**src/rtl/vmode_reg.sv**
```systemverilog
module vmode_reg #(
  parameter int DW = 16
) (
  input  logic          clk,
  input  logic          rst_n,
  input  logic          wr_en,
  input  logic [DW-1:0] wr_data,
  input  logic          rd_en,
  output logic [DW-1:0] rd_data,
  input  logic          field_end,
  input  logic          core_busy,
  input  logic          irq_req,
  output logic          is_master,
  output logic          is_625,
  output logic          is_encode,
  output logic          sq_pixel,
  output logic          unipolar,
  output logic          ext_binwidth,
  output logic          sw_reset,
  output logic          hsync_low_blank,
  output logic          hirq_act_high,
  output logic          run_en,
  output logic          mode_err,
  output logic          hirq_pin
);
  localparam int B_MS   = 5;
  localparam int B_LINE = 6;
  localparam int B_ENC  = 7;
  localparam int B_SQ   = 8;
  localparam int B_UNI  = 9;
  localparam int B_DSP  = 10;
  localparam int B_SWR  = 11;
  localparam int B_HS   = 12;
  localparam int B_IRQ  = 13;
  localparam logic [DW-1:0] LIVE_MASK = DW'(((1 << (B_IRQ + 1)) - 1) & ~((1 << B_MS) - 1));
  localparam logic [DW-1:0] CFG_MASK  = LIVE_MASK & ~(DW'(1) << B_SWR);
  localparam logic [DW-1:0] RST_WORD  = (DW'(1) << B_ENC) | (DW'(1) << B_SQ) | (DW'(1) << B_SWR);

  logic [DW-1:0] mode_q, mode_d;
  logic          legal, blocked, stop;

  assign legal   = mode_q[B_SWR] | wr_data[B_SWR];
  assign blocked = wr_en & ~legal & (((wr_data ^ mode_q) & CFG_MASK) != '0);
  assign stop    = ~mode_q[B_ENC] | field_end | ~core_busy;

  always_comb begin
    mode_d = mode_q;
    if (wr_en) begin
      mode_d[B_SWR] = wr_data[B_SWR];
      if (legal) mode_d = (mode_d & ~CFG_MASK) | (wr_data & CFG_MASK);
    end
  end

  always_ff @(posedge clk or negedge rst_n) begin
    if (!rst_n) begin
      mode_q   <= RST_WORD;
      mode_err <= 1'b0;
      run_en   <= 1'b0;
      rd_data  <= '0;
    end else begin
      mode_q   <= mode_d & LIVE_MASK;
      mode_err <= mode_err | blocked;
      if (mode_d[B_SWR]) run_en <= run_en & ~stop;
      else               run_en <= run_en | ~mode_q[B_SWR];
      if (rd_en) rd_data <= mode_q;
    end
  end

  assign is_master       = mode_q[B_MS];
  assign is_625          = mode_q[B_LINE];
  assign is_encode       = mode_q[B_ENC];
  assign sq_pixel        = mode_q[B_SQ];
  assign unipolar        = mode_q[B_UNI];
  assign ext_binwidth    = mode_q[B_DSP];
  assign sw_reset        = mode_q[B_SWR];
  assign hsync_low_blank = mode_q[B_HS];
  assign hirq_act_high   = mode_q[B_IRQ];
  assign hirq_pin        = ~(irq_req ^ mode_q[B_IRQ]);
endmodule

```
**config.mk**
```make
export PLATFORM = sky130hd
export DESIGN_NAME = vmode_reg
export DESIGN_NICKNAME = d
export VERILOG_FILES = /design/src/rtl/vmode_reg.sv
export SDC_FILE = /design/constraint.sdc
export NUM_CORES = 1
export LEC_CHECK = 0
export BUFFER_PORTS_ARGS = -buffer_cell sky130_fd_sc_hd__buf_2
export CORE_UTILIZATION = 42
export CTS_CLUSTER_DIAMETER = 50
export DETAILED_ROUTE_END_ITERATION = 6
export PLACE_DENSITY = 0.77
export SLEW_MARGIN = 30
export SYNTH_ARGS = -nofsm -noshare
export SYNTH_HDL_FRONTEND = slang
export SYNTH_SLANG_ARGS = --single-unit
```
**constraint.sdc**
```tcl
create_clock -name clk -period 1.6 [get_ports clk]
set_clock_uncertainty 0.15 [all_clocks]
set_input_delay 0.32 -clock clk [delete_from_list [all_inputs] [get_ports clk]]
set_output_delay 0.32 -clock clk [all_outputs]
set_load 0.05 [all_outputs]
```
# After elaboration in Yosys (flattened, before gate mapping)

Cells that the tools add are included.

Bitwise operators: 17
Mux-type cells: 3
Reduce and logical (&&, ||, !) cells: 2

Operators with widths:

| kind                 | number |
|---|---|
| 2-to-1 mux 12 bit    | 2 |
| nonzero test 16 bit  | 1 |
| OR 12 x 14 -> 14 bit | 1 |
| XOR 14 bit           | 1 |
| NOT 1 bit            | 6 |
| OR 1 bit             | 5 |
| AND 1 bit            | 3 |
| AND reduction 2 bit  | 1 |
| 2-to-1 mux 1 bit     | 1 |
| XOR 1 bit            | 1 |

Register bits: 20

# Depth between registers and ports, before layout

Gate-level depths: netlist of the first run.

Word-level depth: 6
Gate-level depth with buffers: 4

# Worst setup path after synthesis of the first run

Ideal clock, no wire load.

Path type: flip-flop to output port
From: register mode_q[13]
To: output hirq_pin
Stages on the path, launching flop included: 2
Slack: -0.383 ns
Required time: 1.130 ns
Path buffers: 0
Data arrival time: 1.513 ns
Path through: dfrtp_1 -> xnor2_1

Word-level cells in the longest chain between the ends: 2

Ends and longest elaborated chain:

| what                   | RTL line | source |
|---|---|---|
| start, declared        | 39       | `logic [DW-1:0] mode_q, mode_d;` |
| start signal, assigned | 61       | `mode_q <= mode_d & LIVE_MASK;` |
| XOR 1 bit              | 78       | `assign hirq_pin = ~(irq_req ^ mode_q[B_IRQ]);` |
| NOT 1 bit              | 78       |  |
| end, declared          | 24       | `output logic hirq_pin` |

No other way between the ends.

# Worst setup path in the final report of the first run

Ends and elaborated chain as after synthesis.

==> impl_metrics.csv, run 1 <==
group,metric,value,unit
status,status,"completed",
route,totalWireLength,1540,µm
critical_path,required,1.13,ns
route,drt_iter0_markers,0,
cells_and_area,drive_gt1_share,62.9,%
grt,grt_pass1_vias,603,
clock_tree,cts_buffers,3,
floorplan,die_w,48.4,µm
job,drv_cap,0,
critical_path,reg2reg_slack,0.14,ns
sta,setup_viol,0,
floorplan,rows,16,
pwr,vdd.ir_drop.worst,907,µV
clock_tree,cts_tree,"yes",
route,wl_per_cell,11.6,µm
cells_and_area,areaGrowthSynthToFinish,32.8,%
sta,fin_crit,1.56,ns
logic_synthesis,syn_area,905,µm²
logic_synthesis,synth_warnings,0,
logic_synthesis,ys_types,15,
critical_path,critPathKind,"register to output pin",
route,drc_errors,0,
floorplan,die-area,0.00234,mm²
pwr,seqPwrFrac,38.5,%
route,via_per_inst,4.55,
placement,io_buffers,36,
placement,dp_hpwl,1150,µm
grt,grt_max_degree,21,
logic_synthesis,synth-seq-cells,20,
grt,grtUsageTotal,14.4,%
placement,pre_cts_ws,0.113,ns
clock_tree,htree_levels,1,
sta,fin_ws,0.0404,ns
floorplan,start_util,45.2,%
critical_path,worstReg2RegEnd,"mode_err$_DFF_PN0_",
cells_and_area,n_antenna_cell,0,
logic_synthesis,synth_cells,65,
floorplan,pin_count,51,
critical_path,cp_max_fo,5,
critical_path,reg2reg_from,"mode_q[13]$_DFFE_PN0P_",
floorplan,die_y,48.4,µm
grt,overflow,0,
critical_path,worstSetupEndpoint,"hirq_pin",
route,antenna_left,0,
clock_tree,root_buffer,"clkbuf_4",
clock_tree,clk_pin_slew_worst_paths,0.12,ns
clock_tree,clk_latency,0.29,ns
pwr,switching_share,39.5,%
pwr,switchingPower,678,µW
placement,place.gp.congestion,0.669,
logic_synthesis,syn_avg_cell_area,13.9,µm²
critical_path,ff2ff_path_depth,4,
grt,grt_pass1_wl,2620,µm
critical_path,cp-start-kind,"register",
floorplan,coreArea,0.00200,mm²
pwr,comb_power_share,37.6,%
sta,hold_violations,0,
logic_synthesis,seq_area_frac_synth,55.7,%
route,via_count,601,
pwr,clock_power_share,23.9,%
sta,slew_violations,0,
pwr,p_int,1040,µW
critical_path,worst-endpoint-arrival,1.09,ns
grt,antenna_found_initial,0,
sta,rsz0062_at_grt,"no",
clock_tree,cts_sinks,20,
clock_tree,cts_buffer_depth,2,
route,dr.pass1.iters,1,
critical_path,cp-end-kind,"output pin",
pwr,p_leak,0.000565,µW
critical_path,startpoint,"mode_q[13]$_DFFE_PN0P_",
cells_and_area,fin_nets,129,
worst_hold_path,hold_class,"input pin to register",
worst_hold_path,min-delay-start,"wr_data[7]",
pwr,powerDensity,1430,mW/mm²
sta,post-route-period-util,97.5,%
sta,fin_tns_setup,0,ns
sta,max_freq,0.641,GHz
[placed cells by master, fill, tap and decap left out, drive strengths merged]
master	count
xor2	8
dfrtp	17
dfstp	3
nor2	1
a31o	1
conb	7
nand3b	1
xnor2	1
buf	37
dlygate4sd3	1
nand2	2
nor4	2
clkbuf	3
bufinv	1
o21ai	1
mux2	18
o2bb2ai	1
[power groups by stage]
stage,sequential (µW),clock [µW],combinational [µW]
after floorplan,960,0,200
after global placement,665,0,621
after detailed placement,671,0,627
after CTS,662,422,642
after global routing,675,437,673
final,662,410,646
[synthesized netlist by cell type, drive strengths merged]
| cell | number | share of area (%) |
|---|---|---|
| o21ai | 1 | 0.97 |
| xnor2 | 1 | 0.97 |
| buf | 8 | 6.4 |
| o2bb2ai | 1 | 0.97 |
| conb | 1 | 0.41 |
| nor4 | 2 | 1.4 |
| xor2 | 8 | 7.7 |
| a31o | 1 | 0.97 |
| nor2 | 1 | 0.41 |
| dfstp | 3 | 8.7 |
| dfrtp | 17 | 47 |
| nand3b | 1 | 0.83 |
| mux2 | 18 | 22 |
| nand2 | 2 | 0.83 |
[worst min-delay path by stage]
| stage | endpoint | slack (ns) | cells past startpoint |
|---|---|---|---|
| after global routing | mode_q[7]$_DFFE_PN1P_ | 0.12 | 2 |
| final | mode_q[7]$_DFFE_PN1P_ | 0.12 | 2 |
| after CTS | mode_q[7]$_DFFE_PN1P_ | 0.11 | 2 |
| after detailed placement | rd_data[11]$_DFFE_PN0P_ | 0.14 | 1 |
| after floorplan | mode_err$_DFF_PN0_ | -0.13 | 0 |
| after global placement | rd_data[13]$_DFFE_PN0P_ | 0.13 | 1 |
[final cells by class]
class	instances	area [µm²]
Fill cell	177	801
Sequential cell	20	505
Multi-Input combinational cell	43	390
Timing Repair Buffer	38	219
Tap cell	27	33.8
Clock inverter	1	30.0
Clock buffer	3	22.5
[sequential cells by signal, indices dropped and copies added, names as in the netlist]
| name | count |
|---|---|
| rd_data | 9 |
| run_en | 1 |
| mode_err | 1 |
| mode_q | 9 |
[critical path, stage by stage, from the launching register on]
cell and delay, ns:
dfrtp_2 0.48, xnor2_4 0.14, buf_6 0.17
[metal layers]
layer	up-vias	track usage, %	part of all wire, %
li1	292	-	-
met1	285	16.7	44
met2	22	26.3	50
met3	2	2.20	5.3
met4	0	5.88	0.46
met5	-	0	0
[timing repair]
action                     CTS  global route
hold endpoints to repair    17             0
setup endpoints to repair    4             4
buffers inserted             0             0
pin swaps                    0             1
cloned                       0             0
resized for setup            5             3
hold buffers                 1             0
[kinds of logic after synthesis]
logic type             count (synthesis)  synth area share (%)
multiplexers                          18                  22.4
AO/OA/AOI/OAI                          3                  2.91
other                                  1                 0.415
buffers and inverters                  8                  6.36
flip-flops                            20                  55.7
AND/OR/NAND/NOR                        6                  3.46
XOR/XNOR                               9                  8.71
[stage by stage]
stage	instance area, µm²	std cells	util [%]	hold WS, ns	power (µW)
final	1200	132	60.0	0.121	1720
after global routing	1200	132	60.0	0.116	1790
after CTS	1190	132	59.3	0.114	1730
after detailed placement	1110	127	55.5	0.140	1300
after global placement	1110	127	55.5	0.134	1290
after floorplan	947	71	-	-0.126	1160
(Power assumes the default switching activity.)
==> inputs of run 2 (changes only) <==
CELL_PAD_IN_SITES_DETAIL_PLACEMENT = 2   (was not set)
CELL_PAD_IN_SITES_GLOBAL_PLACEMENT = 2   (was not set)
CORE_UTILIZATION = 26   (was 42)
PLACE_DENSITY = not set   (was 0.77)
PLACE_DENSITY_LB_ADDON = 0.1   (was not set)
==> run 2 against run 1 <==
  * Register-to-register slack got worse by 0.06 ns
  * Worst setup slack improved by 0.0031 ns
  * Routed wire length rose by 23%
  * Via count rose by 6.2%
  * Critical path depth did not move
  * Total power fell by 5.8%
  * Die area rose by 59%
  * Clock power fell by 28%
  * Worst hold slack got worse by 0.0086 ns
  * First-iteration DRC count rose by 5
  * Cell area rose by 2.4%
  * Critical path type unchanged
  * Largest power group is now combinational cells
==> impl_metrics.csv, run 2 (synthesis gave the netlist of run 1 again) <==
group,metric,value,unit
placement,dp_hpwl,1380,µm
grt,antenna_found_initial,0,
critical_path,reg2reg_from,"mode_q[7]$_DFFE_PN1P_",
cells_and_area,areaGrowthSynthToFinish,36.0,%
floorplan,coreArea,0.00334,mm²
pwr,switching_share,42.2,%
clock_tree,clk_latency,0.30,ns
clock_tree,clk_pin_slew_worst_paths,0.12,ns
placement,placed_area,0.00113,mm²
critical_path,cp-start-kind,"register",
sta,fin_crit,1.56,ns
job,drv_cap,0,
grt,overflow,0,
pwr,comb_power_share,41.2,%
route,wl_per_cell,12.4,µm
route,drc_errors,0,
grt,grt_pass1_wl,2730,µm
critical_path,worstReg2RegEnd,"mode_err$_DFF_PN0_",
sta,post-route-period-util,97.3,%
cells_and_area,multi_input_area,397,µm²
cells_and_area,final_cell_area,0.00123,mm²
route,dr.pass1.iters,2,
sta,max_freq,0.642,GHz
pwr,vdd.ir_drop.worst,425,µV
critical_path,critPathTopFamily,"flip-flops",
critical_path,path_cells,"xnor2_4, buf_6",
floorplan,pin_count,51,
pwr,p_int,934,µW
pwr,switchingPower,683,µW
route,drt_iter0_markers,5,
clock_tree,cts_buffers,3,
critical_path,cp-end-kind,"output pin",
route,totalWireLength,1890,µm
critical_path,cp_max_fo,4,
cells_and_area,largestRegisters,"mode_q x9, rd_data x9",
critical_path,ff2ff_path_depth,4,
cells_and_area,seq_area,505,µm²
clock_tree,root_buffer,"clkbuf_4",
grt,grt_max_degree,21,
cells_and_area,final_common_cell,"buf_2",
grt,grt_pass1_vias,560,
clock_tree,cts_buffer_depth,2,
sta,slew_violations,0,
critical_path,slowest_stage,"dfrtp_2",
cells_and_area,fin_util,36.9,%
floorplan,rows,21,
clock_tree,htree_levels,1,
pwr,p_leak,0.000568,µW
critical_path,required,1.13,ns
sta,rsz0062_at_grt,"yes",
pwr,seqPwrFrac,40.5,%
placement,place.gp.congestion,0.628,
placement,pre_cts_ws,0.0447,ns
cells_and_area,drive_gt1_share,64.5,%
placement,io_buffers,36,
sta,setup_viol,0,
floorplan,die_w,61.0,µm
pwr,clock_power_share,18.3,%
placement,place_inst,146,
critical_path,crit_cells,2,
floorplan,die-area,0.00372,mm²
status,status,"completed",
cells_and_area,fin_nets,131,
cells_and_area,final_cell_mix,"32 x buf_2, 18 x mux2_2, 16 x dfrtp_1, 8 x xor2_1, 7 x conb_1",
clock_tree,cts_sinks,20,
critical_path,slowest_delay,0.47,ns
critical_path,critPathKind,"register to output pin",
pwr,powerDensity,1320,mW/mm²
route,via_count,638,
worst_hold_path,min-delay-start,"wr_data[6]",
floorplan,start_util,27.1,%
cells_and_area,post_layout_nonfiller_instances,153,
critical_path,worstSetupEndpoint,"hirq_pin",
critical_path,worst-endpoint-arrival,1.09,ns
pwr,finalPower,1620,µW
clock_tree,cts_tree,"yes",
cells_and_area,fillers,373,
cells_and_area,n_antenna_cell,0,
sta,fin_ws,0.0436,ns
worst_hold_path,hold_class,"input pin to register",
route,antenna_left,0,
route,via_per_inst,4.17,
sta,hold_violations,0,
critical_path,startpoint,"mode_q[13]$_DFFE_PN0P_",
critical_path,reg2reg_slack,0.08,ns
critical_path,worst-path-buf-inv,1,
floorplan,die_y,61.0,µm
grt,grtUsageTotal,10.7,%
==> run 2: worst min-delay path by stage <==
stage,to,slack (ns),depth (start not counted)
2_1_floorplan,mode_err$_DFF_PN0_,-0.13,0
3_3_place_gp,run_en$_DFF_PN0_,0.15,1
3_5_place_dp,run_en$_DFF_PN0_,0.16,1
4_1_cts,mode_q[6]$_DFFE_PN0P_,0.1,2
5_1_grt,mode_q[6]$_DFFE_PN0P_,0.1,2
6_report,mode_q[6]$_DFFE_PN0P_,0.11,2
==> run 2: area by class of cell <==
type,instances,area share [%]
repair buffers,40,19.0
multi-input cells,43,32.2
clock buffers,4,2.95
well taps,46,4.68
flip-flops and latches,20,41.1
==> run 2: per-stage QoR <==
step                      hold slack, ns  TNS [ns]
after floorplan                   -0.126         0
after global placement             0.155         0
after detailed placement           0.160         0
after CTS                         0.0961         0
after global routing              0.0971   -0.0187
final                              0.112         0
==> run 2: worst register-to-register path: cells and delay by family, from the launching register on <==
kind            cells  cell delay [ns]
simple gates        2             0.37
flops               1             0.59
compound gates      1             0.22
xor+xnor            1             0.09
==> run 2: timing repair <==
action,in CTS,in global routing
endpoints found under the setup margin,5,4
pin swaps,2,0
hold endpoints to repair,17,0
hold buffers,1,0
gates resized for setup,5,4
setup buffers,0,2
==> run 2: power groups by stage <==
stage | combinational [µW] | clock (µW) | sequential, µW
after floorplan | 200 | 0 | 960
after global placement | 627 | 0 | 667
after detailed placement | 632 | 0 | 671
after CTS | 648 | 318 | 662
after global routing | 704 | 335 | 667
final | 666 | 296 | 655
==> run 2: per-layer routing <==
layer	GRT usage, %	up-vias	wire, µm
met3	2.13	4	130
li1	-	295	-
met5	0	-	0
met4	5.84	0	34
met2	17.1	28	873
met1	13.6	311	851
==> inputs of run 3 (changes only) <==
CORE_MARGIN = 3   (was not set)
==> run 3 against run 2 <==
  * Via count grew 3.8%
  * Non-clock buffer count increased by 2
  * Critical path depth rose by 1
  * Total power increased by 1.2%
  * Core utilization increased by 2.0 points
  * Highest routed layer unchanged
  * Die area increased by 14%
  * Critical endpoint unchanged
  * Combinational power rose by 2%
  * Cell count did not move
  * Fmax shrank 3.8%
  * First-iteration DRC count increased by 80%
  * Routed wire length is 16% higher
  * The flow now finishes with violations (negative setup slack)
==> impl_metrics.csv, run 3 (synthesis gave the netlist of run 1 again) <==
group,metric,value,unit
floorplan,die_w,65.0,µm
floorplan,pin_count,51,
route,antenna_left,0,
floorplan,coreArea,0.00318,mm²
route,drc_errors,0,
route,drt_iter0_markers,9,
route,via_per_inst,4.33,
critical_path,worstReg2RegEnd,"mode_err$_DFF_PN0_",
worst_hold_path,whs_path_depth,2,
sta,hold_violations,0,
critical_path,critPathKind,"register to output pin",
grt,grt_use_met2,18.4,%
grt,grt_max_degree,21,
grt,antenna_found_initial,0,
cells_and_area,final_common_cell,"buf_2",
sta,setup_viol,1,
clock_tree,cts_sinks,20,
critical_path,reg2reg_from,"mode_q[13]$_DFFE_PN0P_",
cells_and_area,fin_util,38.8,%
placement,io_buffers,36,
grt,grt_pass1_wl,3540,µm
job,drv_cap,0,
critical_path,cp-end-kind,"output pin",
worst_hold_path,hold_class,"input pin to register",
cells_and_area,largestRegisters,"mode_q x9, rd_data x9",
grt,grt_pass1_vias,693,
floorplan,start_util,28.5,%
clock_tree,htree_levels,1,
route,wl_per_cell,14.3,µm
critical_path,cp_max_fo,3,
cells_and_area,drive_gt1_share,63.3,%
cells_and_area,final_cell_mix,"32 x buf_2, 18 x mux2_2, 16 x dfrtp_1, 8 x xor2_1, 7 x conb_1",
grt,gr-max-usage-layer,"met2",
clock_tree,cts_tree,"yes",
critical_path,cp-start-kind,"register",
clock_tree,cts_buffers,3,
route,dr.pass1.iters,3,
worst_hold_path,min-delay-start,"wr_data[6]",
floorplan,die-area,0.00422,mm²
worst_hold_path,whs_endpoint,"mode_q[6]$_DFFE_PN0P_",
pwr,powerDensity,1330,mW/mm²
critical_path,ff2ff_path_depth,5,
cells_and_area,multi_input_area,384,µm²
sta,post-route-period-util,101,%
critical_path,reg2reg_slack,0.10,ns
cells_and_area,fin_nets,133,
floorplan,rows,20,
placement,place.gp.congestion,0.721,
grt,grt.met1_usage,14.3,%
cells_and_area,fillers,346,
critical_path,required,1.13,ns
clock_tree,cts_buffer_depth,2,
status,violations,"negative setup slack",
clock_tree,clk_pin_slew_worst_paths,0.12,ns
pwr,vdd.ir_drop.worst,418,µV
cells_and_area,n_antenna_cell,0,
sta,fin_ws,-0.0176,ns
grt,overflow,0,
sta,hold_ws,0.120,ns
grt,grtUsageTotal,11.1,%
placement,place_inst,146,
pwr,p_leak,0.000578,µW
placement,dp_hpwl,1680,µm
cells_and_area,seq_area,505,µm²
sta,rsz0062_at_grt,"yes",
grt,met3_usage,1.91,%
status,status,"finished, violations left",
cells_and_area,post_layout_nonfiller_instances,153,
clock_tree,root_buffer,"clkbuf_4",
sta,max_freq,0.618,GHz
route,totalWireLength,2190,µm
critical_path,worst-endpoint-arrival,1.15,ns
sta,slew_violations,0,
clock_tree,clk_latency,0.30,ns
route,via_count,662,
cells_and_area,areaGrowthSynthToFinish,36.4,%
floorplan,die_y,65.0,µm
sta,fin_crit,1.62,ns
run 3: cell count changes in the layout (fill, tap and decap cells not counted):
cell	delta
nor4_2	-2
buf_6	+1
buf_4	+1
nor4_1	+2
run 3: where the power goes:
part	switching (µW)	leakage [µW]	total (µW)	internal [µW]
sequential	59.5	0.000227	655	595
clock	164	0.0000210	303	139
combinational	472	0.000330	680	208
total	696	0.000578	1640	942
run 3: timing repair:
item | CTS | global route
buffers inserted | 1 | 1
hold buffers | 1 | 0
endpoints found under the setup margin | 4 | 3
hold endpoints to repair | 17 | 0
pin swaps | 1 | 0
resized for setup | 7 | 1
run 3: final cells by class:
type,instances,area share [%]
clock buffers,4,2.94
multi-input cells,43,31.1
flip-flops and latches,20,41.0
well taps,44,4.46
repair buffers,42,20.5
run 3: how the worst max path moves through the flow:
stage / endpoint / start / slack [ns] / cells after the start
final: hirq_pin / mode_q[13]$_DFFE_PN0P_ / -0.02 / 3
after detailed placement: mode_err$_DFF_PN0_ / mode_q[9]$_DFFE_PN0P_ / 0.14 / 4
after CTS: hirq_pin / mode_q[13]$_DFFE_PN0P_ / -0.03 / 3
after global routing: hirq_pin / mode_q[13]$_DFFE_PN0P_ / -0.07 / 3
after global placement: mode_err$_DFF_PN0_ / mode_q[8]$_DFFE_PN1P_ / 0.13 / 4
after floorplan: mode_err$_DFF_PN0_ / mode_q[9]$_DFFE_PN0P_ / 0.003 / 4
run 3: per-stage QoR:
stage                     setup WS [ns]  power (µW)  instance area [µm²]  setup TNS (ns)
after floorplan                 0.00251        1160                  947               0
after global placement            0.127        1300                 1150               0
after detailed placement          0.138        1320                 1150               0
after CTS                       -0.0319        1660                 1220         -0.0319
after global routing            -0.0682        1730                 1230         -0.0687
final                           -0.0176        1640                 1230         -0.0176
run 3: worst max-delay path: stages (launching register included):
cell and delay, ns:
dfrtp_2 0.43, buf_6 0.13, xnor2_4 0.12, buf_6 0.17
run 3: routing by layer:
metal	share of wire (%)	routed length [µm]
met1	39	859
met2	54	1180
met3	5.9	128
met4	0.59	13
met5	0	0
